### config.mk
export PLATFORM = sky130hd
export DESIGN_NAME = pin_chg_irq
export DESIGN_NICKNAME = d
export VERILOG_FILES = /design/src/rtl/pcirq_pkg.sv /design/src/rtl/pcirq_setclr.sv /design/src/rtl/pcirq_cfg.sv /design/src/rtl/pcirq_detect.sv /design/src/rtl/pcirq_pend.sv /design/src/rtl/pin_chg_irq.sv
export SDC_FILE = /design/constraint.sdc
export NUM_CORES = 1
export LEC_CHECK = 0
export BUFFER_PORTS_ARGS = -buffer_cell sky130_fd_sc_hd__buf_4
export CAP_MARGIN = 40
export CORE_MARGIN = 3
export CORE_UTILIZATION = 49
export CTS_CLUSTER_SIZE = 12
export DETAILED_ROUTE_END_ITERATION = 7
export PLACE_DENSITY_LB_ADDON = 0.1
export RECOVER_POWER = 25
export SLEW_MARGIN = 20
export SYNTH_ARGS = -nofsm -noshare
export SYNTH_HDL_FRONTEND = slang
export SYNTH_SLANG_ARGS = --single-unit
### constraint.sdc
create_clock -name clk -period 1.2 [get_ports clk]
set_input_delay 0.12 -clock clk [delete_from_list [all_inputs] [get_ports clk]]
set_output_delay 0.12 -clock clk [all_outputs]
set_load 0.005 [all_outputs]
### src/rtl/pcirq_pkg.sv
`timescale 1ns/1ps
package pcirq_pkg;
  // Opcode layout: bit 3 must be zero, bits 2:1 pick the field, bit 0 is the value written.
  localparam int unsigned OP_W    = 4;
  localparam int unsigned NFIELDS = 4;

  typedef enum logic [1:0] {
    FLD_MASK  = 2'd0,
    FLD_MODE  = 2'd1,
    FLD_TYPE  = 2'd2,
    FLD_POL   = 2'd3
  } field_e;

  function automatic logic op_hits(input logic [OP_W-1:0] op, input int unsigned fld,
                                   input logic val);
    return (op[3] == 1'b0) && (op[2:1] == fld[1:0]) && (op[0] == val);
  endfunction
endpackage

### src/rtl/pcirq_setclr.sv
`timescale 1ns/1ps
module pcirq_setclr #(
  parameter int unsigned W = 32
) (
  input  logic         clk,
  input  logic         rst_n,
  input  logic         set_en,
  input  logic         clr_en,
  input  logic [W-1:0] sel,
  output logic [W-1:0] q
);
  logic [W-1:0] q_r, q_d;
  logic         upd;

  always_comb begin
    upd = set_en | clr_en;
    q_d = q_r;
    if (set_en)      q_d = q_r | sel;
    else if (clr_en) q_d = q_r & ~sel;
  end

  always_ff @(posedge clk or negedge rst_n) begin
    if (!rst_n)   q_r <= '0;
    else if (upd) q_r <= q_d;
  end

  assign q = q_r;
endmodule

### src/rtl/pcirq_cfg.sv
`timescale 1ns/1ps
module pcirq_cfg
  import pcirq_pkg::*;
#(
  parameter int unsigned NPINS = 32
) (
  input  logic             clk,
  input  logic             rst_n,
  input  logic             cmd_valid,
  input  logic [OP_W-1:0]  cmd_op,
  input  logic [NPINS-1:0] cmd_data,
  output logic [NPINS-1:0] mask_q,
  output logic [NPINS-1:0] mode_q,
  output logic [NPINS-1:0] level_q,
  output logic [NPINS-1:0] pol_q
);
  logic [NPINS-1:0] fld_q [NFIELDS];

  for (genvar f = 0; f < NFIELDS; f++) begin : g_fld
    logic set_en, clr_en;
    always_comb begin
      set_en = cmd_valid && op_hits(cmd_op, f, 1'b1);
      clr_en = cmd_valid && op_hits(cmd_op, f, 1'b0);
    end
    pcirq_setclr #(.W(NPINS)) u_reg (
      .clk    (clk),
      .rst_n  (rst_n),
      .set_en (set_en),
      .clr_en (clr_en),
      .sel    (cmd_data),
      .q      (fld_q[f])
    );
  end

  assign mask_q  = fld_q[FLD_MASK];
  assign mode_q  = fld_q[FLD_MODE];
  assign level_q = fld_q[FLD_TYPE];
  assign pol_q   = fld_q[FLD_POL];
endmodule

### src/rtl/pcirq_detect.sv
`timescale 1ns/1ps
module pcirq_detect #(
  parameter int unsigned NPINS = 32
) (
  input  logic             clk,
  input  logic             rst_n,
  input  logic [NPINS-1:0] pin_lvl,
  input  logic [NPINS-1:0] mode_q,
  input  logic [NPINS-1:0] level_q,
  input  logic [NPINS-1:0] pol_q,
  output logic [NPINS-1:0] edge_evt,
  output logic [NPINS-1:0] lvl_hit
);
  logic [NPINS-1:0] prev_q;
  logic             armed_q;
  logic [NPINS-1:0] rise, fall, pick;

  always_comb begin
    rise = pin_lvl & ~prev_q;
    fall = ~pin_lvl & prev_q;
    for (int i = 0; i < NPINS; i++) begin
      if (!mode_q[i])     pick[i] = rise[i] | fall[i];
      else if (level_q[i]) pick[i] = 1'b0;
      else                 pick[i] = pol_q[i] ? rise[i] : fall[i];
    end
    edge_evt = armed_q ? pick : '0;
    lvl_hit  = mode_q & level_q & ~(pin_lvl ^ pol_q);
  end

  always_ff @(posedge clk or negedge rst_n) begin
    if (!rst_n) begin
      prev_q  <= '0;
      armed_q <= 1'b0;
    end else begin
      prev_q  <= pin_lvl;
      armed_q <= 1'b1;
    end
  end
endmodule

### src/rtl/pcirq_pend.sv
`timescale 1ns/1ps
module pcirq_pend #(
  parameter int unsigned NPINS = 32
) (
  input  logic             clk,
  input  logic             rst_n,
  input  logic [NPINS-1:0] edge_evt,
  input  logic [NPINS-1:0] lvl_hit,
  input  logic             stat_rd,
  output logic [NPINS-1:0] stat_q
);
  logic [NPINS-1:0] edge_q, edge_d, lvl_q;

  always_comb begin
    edge_d = (stat_rd ? '0 : edge_q) | edge_evt;
  end

  always_ff @(posedge clk or negedge rst_n) begin
    if (!rst_n) begin
      edge_q <= '0;
      lvl_q  <= '0;
    end else begin
      edge_q <= edge_d;
      lvl_q  <= lvl_hit;
    end
  end

  assign stat_q = edge_q | lvl_q;
endmodule

### src/rtl/pin_chg_irq.sv
`timescale 1ns/1ps
module pin_chg_irq
  import pcirq_pkg::*;
#(
  parameter int unsigned NPINS = 32
) (
  input  logic             clk,
  input  logic             rst_n,
  input  logic [NPINS-1:0] pin_lvl,
  input  logic             cmd_valid,
  input  logic [3:0]       cmd_op,
  input  logic [NPINS-1:0] cmd_data,
  input  logic             stat_rd,
  output logic [NPINS-1:0] stat_q,
  output logic [NPINS-1:0] mask_q,
  output logic [NPINS-1:0] mode_q,
  output logic [NPINS-1:0] level_q,
  output logic [NPINS-1:0] pol_q,
  output logic             bank_irq
);
  logic [NPINS-1:0] edge_evt, lvl_hit;

  pcirq_cfg #(.NPINS(NPINS)) u_cfg (
    .clk(clk), .rst_n(rst_n), .cmd_valid(cmd_valid), .cmd_op(cmd_op),
    .cmd_data(cmd_data), .mask_q(mask_q), .mode_q(mode_q),
    .level_q(level_q), .pol_q(pol_q)
  );

  pcirq_detect #(.NPINS(NPINS)) u_det (
    .clk(clk), .rst_n(rst_n), .pin_lvl(pin_lvl), .mode_q(mode_q),
    .level_q(level_q), .pol_q(pol_q), .edge_evt(edge_evt), .lvl_hit(lvl_hit)
  );

  pcirq_pend #(.NPINS(NPINS)) u_pend (
    .clk(clk), .rst_n(rst_n), .edge_evt(edge_evt), .lvl_hit(lvl_hit),
    .stat_rd(stat_rd), .stat_q(stat_q)
  );

  assign bank_irq = |(stat_q & mask_q);
endmodule

== Yosys cells after proc, flatten, opt, wreduce, memory -nomap -nowiden ==
Index checks and enable logic that the tools add are counted.
Storage, ports and cells
  register bits after elaboration: 225
  logic and storage cells: 205
  input bits: 72
  output and inout port bits: 161
Cells by class
  multiplexer cells: 106
  reductions and logical operators: 30
  equality and inequality tests: 3
  bitwise gates (word level): 58
Operator list (number)
  $mux W32: 10
  $and A32 B32 Y32: 9
  $or A32 B32 Y32: 6
  $not A32 Y32: 4
  $mux W1: 96
  $or A1 B1 Y1: 36
  $reduce_or A32 Y1: 1
  $xor A32 B32 Y32: 1
  $logic_and A1 B1 Y1: 20
  $reduce_and A2 Y1: 4
  $reduce_bool A2 Y1: 4
  $eq A2 B2 Y1 const B: 2
  $eq A2 B1 Y1 const B: 1
  $logic_not A2 Y1: 1
  $not A1 Y1: 2

== Longest topological paths before layout ==
  word-level depth: 7
  depth in mapped cells: 6
  mapped depth without buffers: 6

== By module ==
Synthesis repeated with hierarchy kept, for this count alone.
Second synthesis, totals
  cells, all modules: 904
  area total of the unflattened synthesis: 10789.1 um^2
By module, submodules not included
  pcirq_setclr: area an instance 1249.9 um^2, times used 4, seq. area each 800.8 um^2, cells each 102
  pcirq_detect: area an instance 3477.1 um^2, times used 1, seq. area each 825.8 um^2, cells each 330
  pcirq_pend: area an instance 2082.0 um^2, times used 1, seq. area each 1601.5 um^2, cells each 132
  pin_chg_irq: area an instance 157.7 um^2, times used 1, seq. area each 0.0 um^2, cells each 21
  pcirq_cfg: area an instance 72.6 um^2, times used 1, seq. area each 0.0 um^2, cells each 13

== Worst setup path before layout ==
Ideal clock, no wire load.
  path type: input to register
  start: input cmd_op[2]
  end: register (tool-made name)
  arrival: 1049 ps
  required time: 1075 ps
  library setup time: 125 ps
  setup slack: 26 ps
  path buffers: 1
  cell stages on the path: 4
  cells stage by stage: nor4b_4 buf_6 nand2_1 mux2_4
RTL lines
  start: declaration: line pin_chg_irq.sv:11  | input logic [3:0] cmd_op,

== Final worst setup path ==
  start: register u_pend.edge_q[13]
  end: output bank_irq
On the way
  cells in the longest elaborated chain, start to end: 3
RTL lines
  start: declaration: line pcirq_pend.sv:12  | logic [NPINS-1:0] edge_q, edge_d, lvl_q;
  start signal: assignment: line pcirq_pend.sv:23  | edge_q <= edge_d;
  $or A32 B32 Y32: line pcirq_pend.sv:28  | assign stat_q = edge_q | lvl_q;
  $and A32 B32 Y32: line pin_chg_irq.sv:39  | assign bank_irq = |(stat_q & mask_q);
  $reduce_or A32 Y1: line pin_chg_irq.sv:39
  end: declaration: line pin_chg_irq.sv:19  | output logic bank_irq
Every way passes these cells.

==> results.yml <==
routing:
  drt-initial-drc-count: 421
  vias: 9328
  drc_errors: 0
  via_per_inst: 5.11
  ant_nets: 0
  wl_per_cell_um: 18.5
  dr.pass1.iters: 5
  wl_mm: 33.7
yosys:
  synth_edf_count: 0
  synth-seq-cells: 225
  netlist_instances: 980
  synth_area_leaders: "dfrtp_1, ha_1, mux2_2"
  syn_area_per_cell_sq_um: 11.2
  yosys_warnings: 0
  synth_top_area_cell: "dfrtp_1"
  synth-seq-area-share: 0.512
  syn_nets: 1116
  syn_area_sq_um: 11000
  synthArstFlopShare: 1.00
  synth.distinct_cells: 25
  post-synth-top-count-cell: "dfrtp_1"
  yosysTopAreaCellShare: 0.512
  synthFlopType: "dfrtp_1"
  synthTopCellsByCount: "dfrtp_1, nand2_1, inv_1, o21ai_0, ha_1"
placement:
  preCtsSetupSlack_ns: -0.563
  io_buffers: 232
  gp_congestion: 0.799
  dp_hpwl_mm: 21.3
critical_path:
  crit_fanout: 3
  cp_slowest_stage_delay_ns: 0.40
  cp.required_ns: 1.08
  slowest_stage: "dfrtp_1"
  cp-end-kind: "output pin"
  criticalPathCategory: "flip-flop to output pin"
  arrival_ns: 2.01
  crit_chain: "o21ai_1, nand4_1, nor4_2, buf_4, nand2_2, buf_6"
  worstSetupStartpointType: "flip-flop"
sta:
  finClkSkew_ns: 0.0102
  fmax_mhz: 469
  worst_slack_ns: -0.933
  tns_ns: -13.36
  rsz0062_at_grt: "yes"
  hold_viol_final: 0
  setup_viol: 99
  worst_slew_pin_slew_ns: 0.794
  fin_crit_ns: 2.13
  hold_slack_ns: 0.0891
  slew_headroom: 0.471
  drv_slew: 0
  finalCritPeriodShare: 1.78
clocking:
  cts.reportedPaths.clkPinSlew_ns: 0.06
  cts_tree: "yes"
  cts_made_buffers: 26
  cts.sinks: 225
  clockBufferDepth: 3
  h-tree-depth: 1
  clock_latency_ns: 0.52
  cts-root-buf: "clkbuf_16"
job:
  max_cap_violations: 0
grt:
  grt_usage: 0.269
  antenna_found_initial: 0
  grt_pass1_vias: 9813
  overflow: 0
  grt_pass1_wl_mm: 52.0
  grt_max_degree: 61
run_status:
  outcome: "finished with violations"
  violations: "negative setup slack"
pwr:
  leakage_nw: 8.55
  power.density_nw_per_um2: 1630
  ir_drop_v: 0.00115
die:
  fp.coreArea_sq_um: 22000
  die-area_sq_um: 24300
  fp.dieW_um: 156
  initial_core_util: 0.501
  die_h_um: 156
  row_count: 54
  io_pins: 233
layout:
  fin_nets: 1661
  flow.area_growth_from_synthesis_pct: 57.7
  antenna_cells: 0
  finish.utilization: 0.790
  fillCellCount: 1355
  final_layout_size_suffix_gt1_frac: 0.441
min_path:
  hold_path_class: "input port to flip-flop"
kinds of logic (layout without fill, tap and decap cells):
family,after synthesis,in the layout,share of synthesized area
adder cells (fa/ha/maj),64,64,0.0728
AO/OA/AOI/OAI,96,96,0.0437
multiplexers,160,160,0.170
XOR/XNOR,32,32,0.0255
AND/OR/NAND/NOR,271,271,0.125
flip-flops,225,225,0.512
other,1,1,0.000341
buffers and inverters,131,696,0.0502
metrics by stage:
step	cell area [sq um]	power, mW	std cells
5_1_grt	17300	29.7	1825
3_3_place_gp	14000	17.1	1577
4_1_cts	17000	27.8	1803
2_1_floorplan	11000	12.8	980
6_report	17300	28.3	1825
3_5_place_dp	14000	17.3	1577
critical path: cells and delay by family, from the launching register on:
family	cells	cell delay (ns)
AOI/OAI and AO/OA	1	0.24
buffers and inverters	2	0.31
DFF	1	0.40
and+or+nand+nor	3	0.53
layout make-up:
cell class / count / area, sq um / area share
multi-input cells: 624 / 5080 / 0.293
flip-flops and latches: 225 / 5630 / 0.325
repair buffers: 552 / 5070 / 0.293
clock inverters: 10 / 53.8 / 0.00310
clock buffers: 38 / 787 / 0.0454
inverters: 96 / 360 / 0.0208
well taps: 280 / 350 / 0.0202
timing repair:
action	4_1_cts	5_1_grt
hold buffers	65	0
endpoints found under the hold margin	413	0
resized for setup	228	137
setup buffers	132	31
setup endpoints to repair	173	157
pin swaps	21	41
path summary, 6_finish.rpt:
path                                   start                end  slack (ns)  cells after the start
max in group asynchronous              rst_n    u_det.prev_q[9]        0.09                      3
min                                  stat_rd  u_pend.edge_q[25]        0.09                      2
max                        u_pend.edge_q[13]           bank_irq       -0.93                      6
min reg2reg                 u_pend.edge_q[7]   u_pend.edge_q[7]        0.53                      2
max reg2reg                        flip-flop  u_pend.edge_q[17]       -0.05                      5
min in group asynchronous              rst_n   u_det.prev_q[18]        0.24                      2
per-layer routing:
layer	part of all wire	wire (um)	global-route usage
met1	0.40	13600	0.340
met2	0.51	17100	0.471
met3	0.056	1890	0.0541
met4	0.033	1120	0.0791
met5	0	0	0
cell usage in the layout, fill, tap and decap left out, drive strengths merged, types with 8 or more instances in the layout:
cell / Yosys / layout
buf: 15 / 454
dfrtp: 225 / 225
nand2: 129 / 129
mux2: 128 / 128
inv: 96 / 96
o21ai: 96 / 96
clkbuf: 20 / 71
dlygate4sd3: 0 / 65
ha: 64 / 64
nor2: 32 / 32
or2: 32 / 32
and3: 32 / 32
xnor2: 32 / 32
mux2i: 32 / 32
nor3b: 32 / 32
clkinv: 0 / 10
nand4: 8 / 8
power by group:
part           total, mW  switching, mW  internal (mW)
Sequential          10.1           1.06           9.00
Combinational       10.6           3.78           6.81
Clock               7.68           3.15           4.53
Total               28.3           7.99           20.3
(Power assumes the default switching activity.)
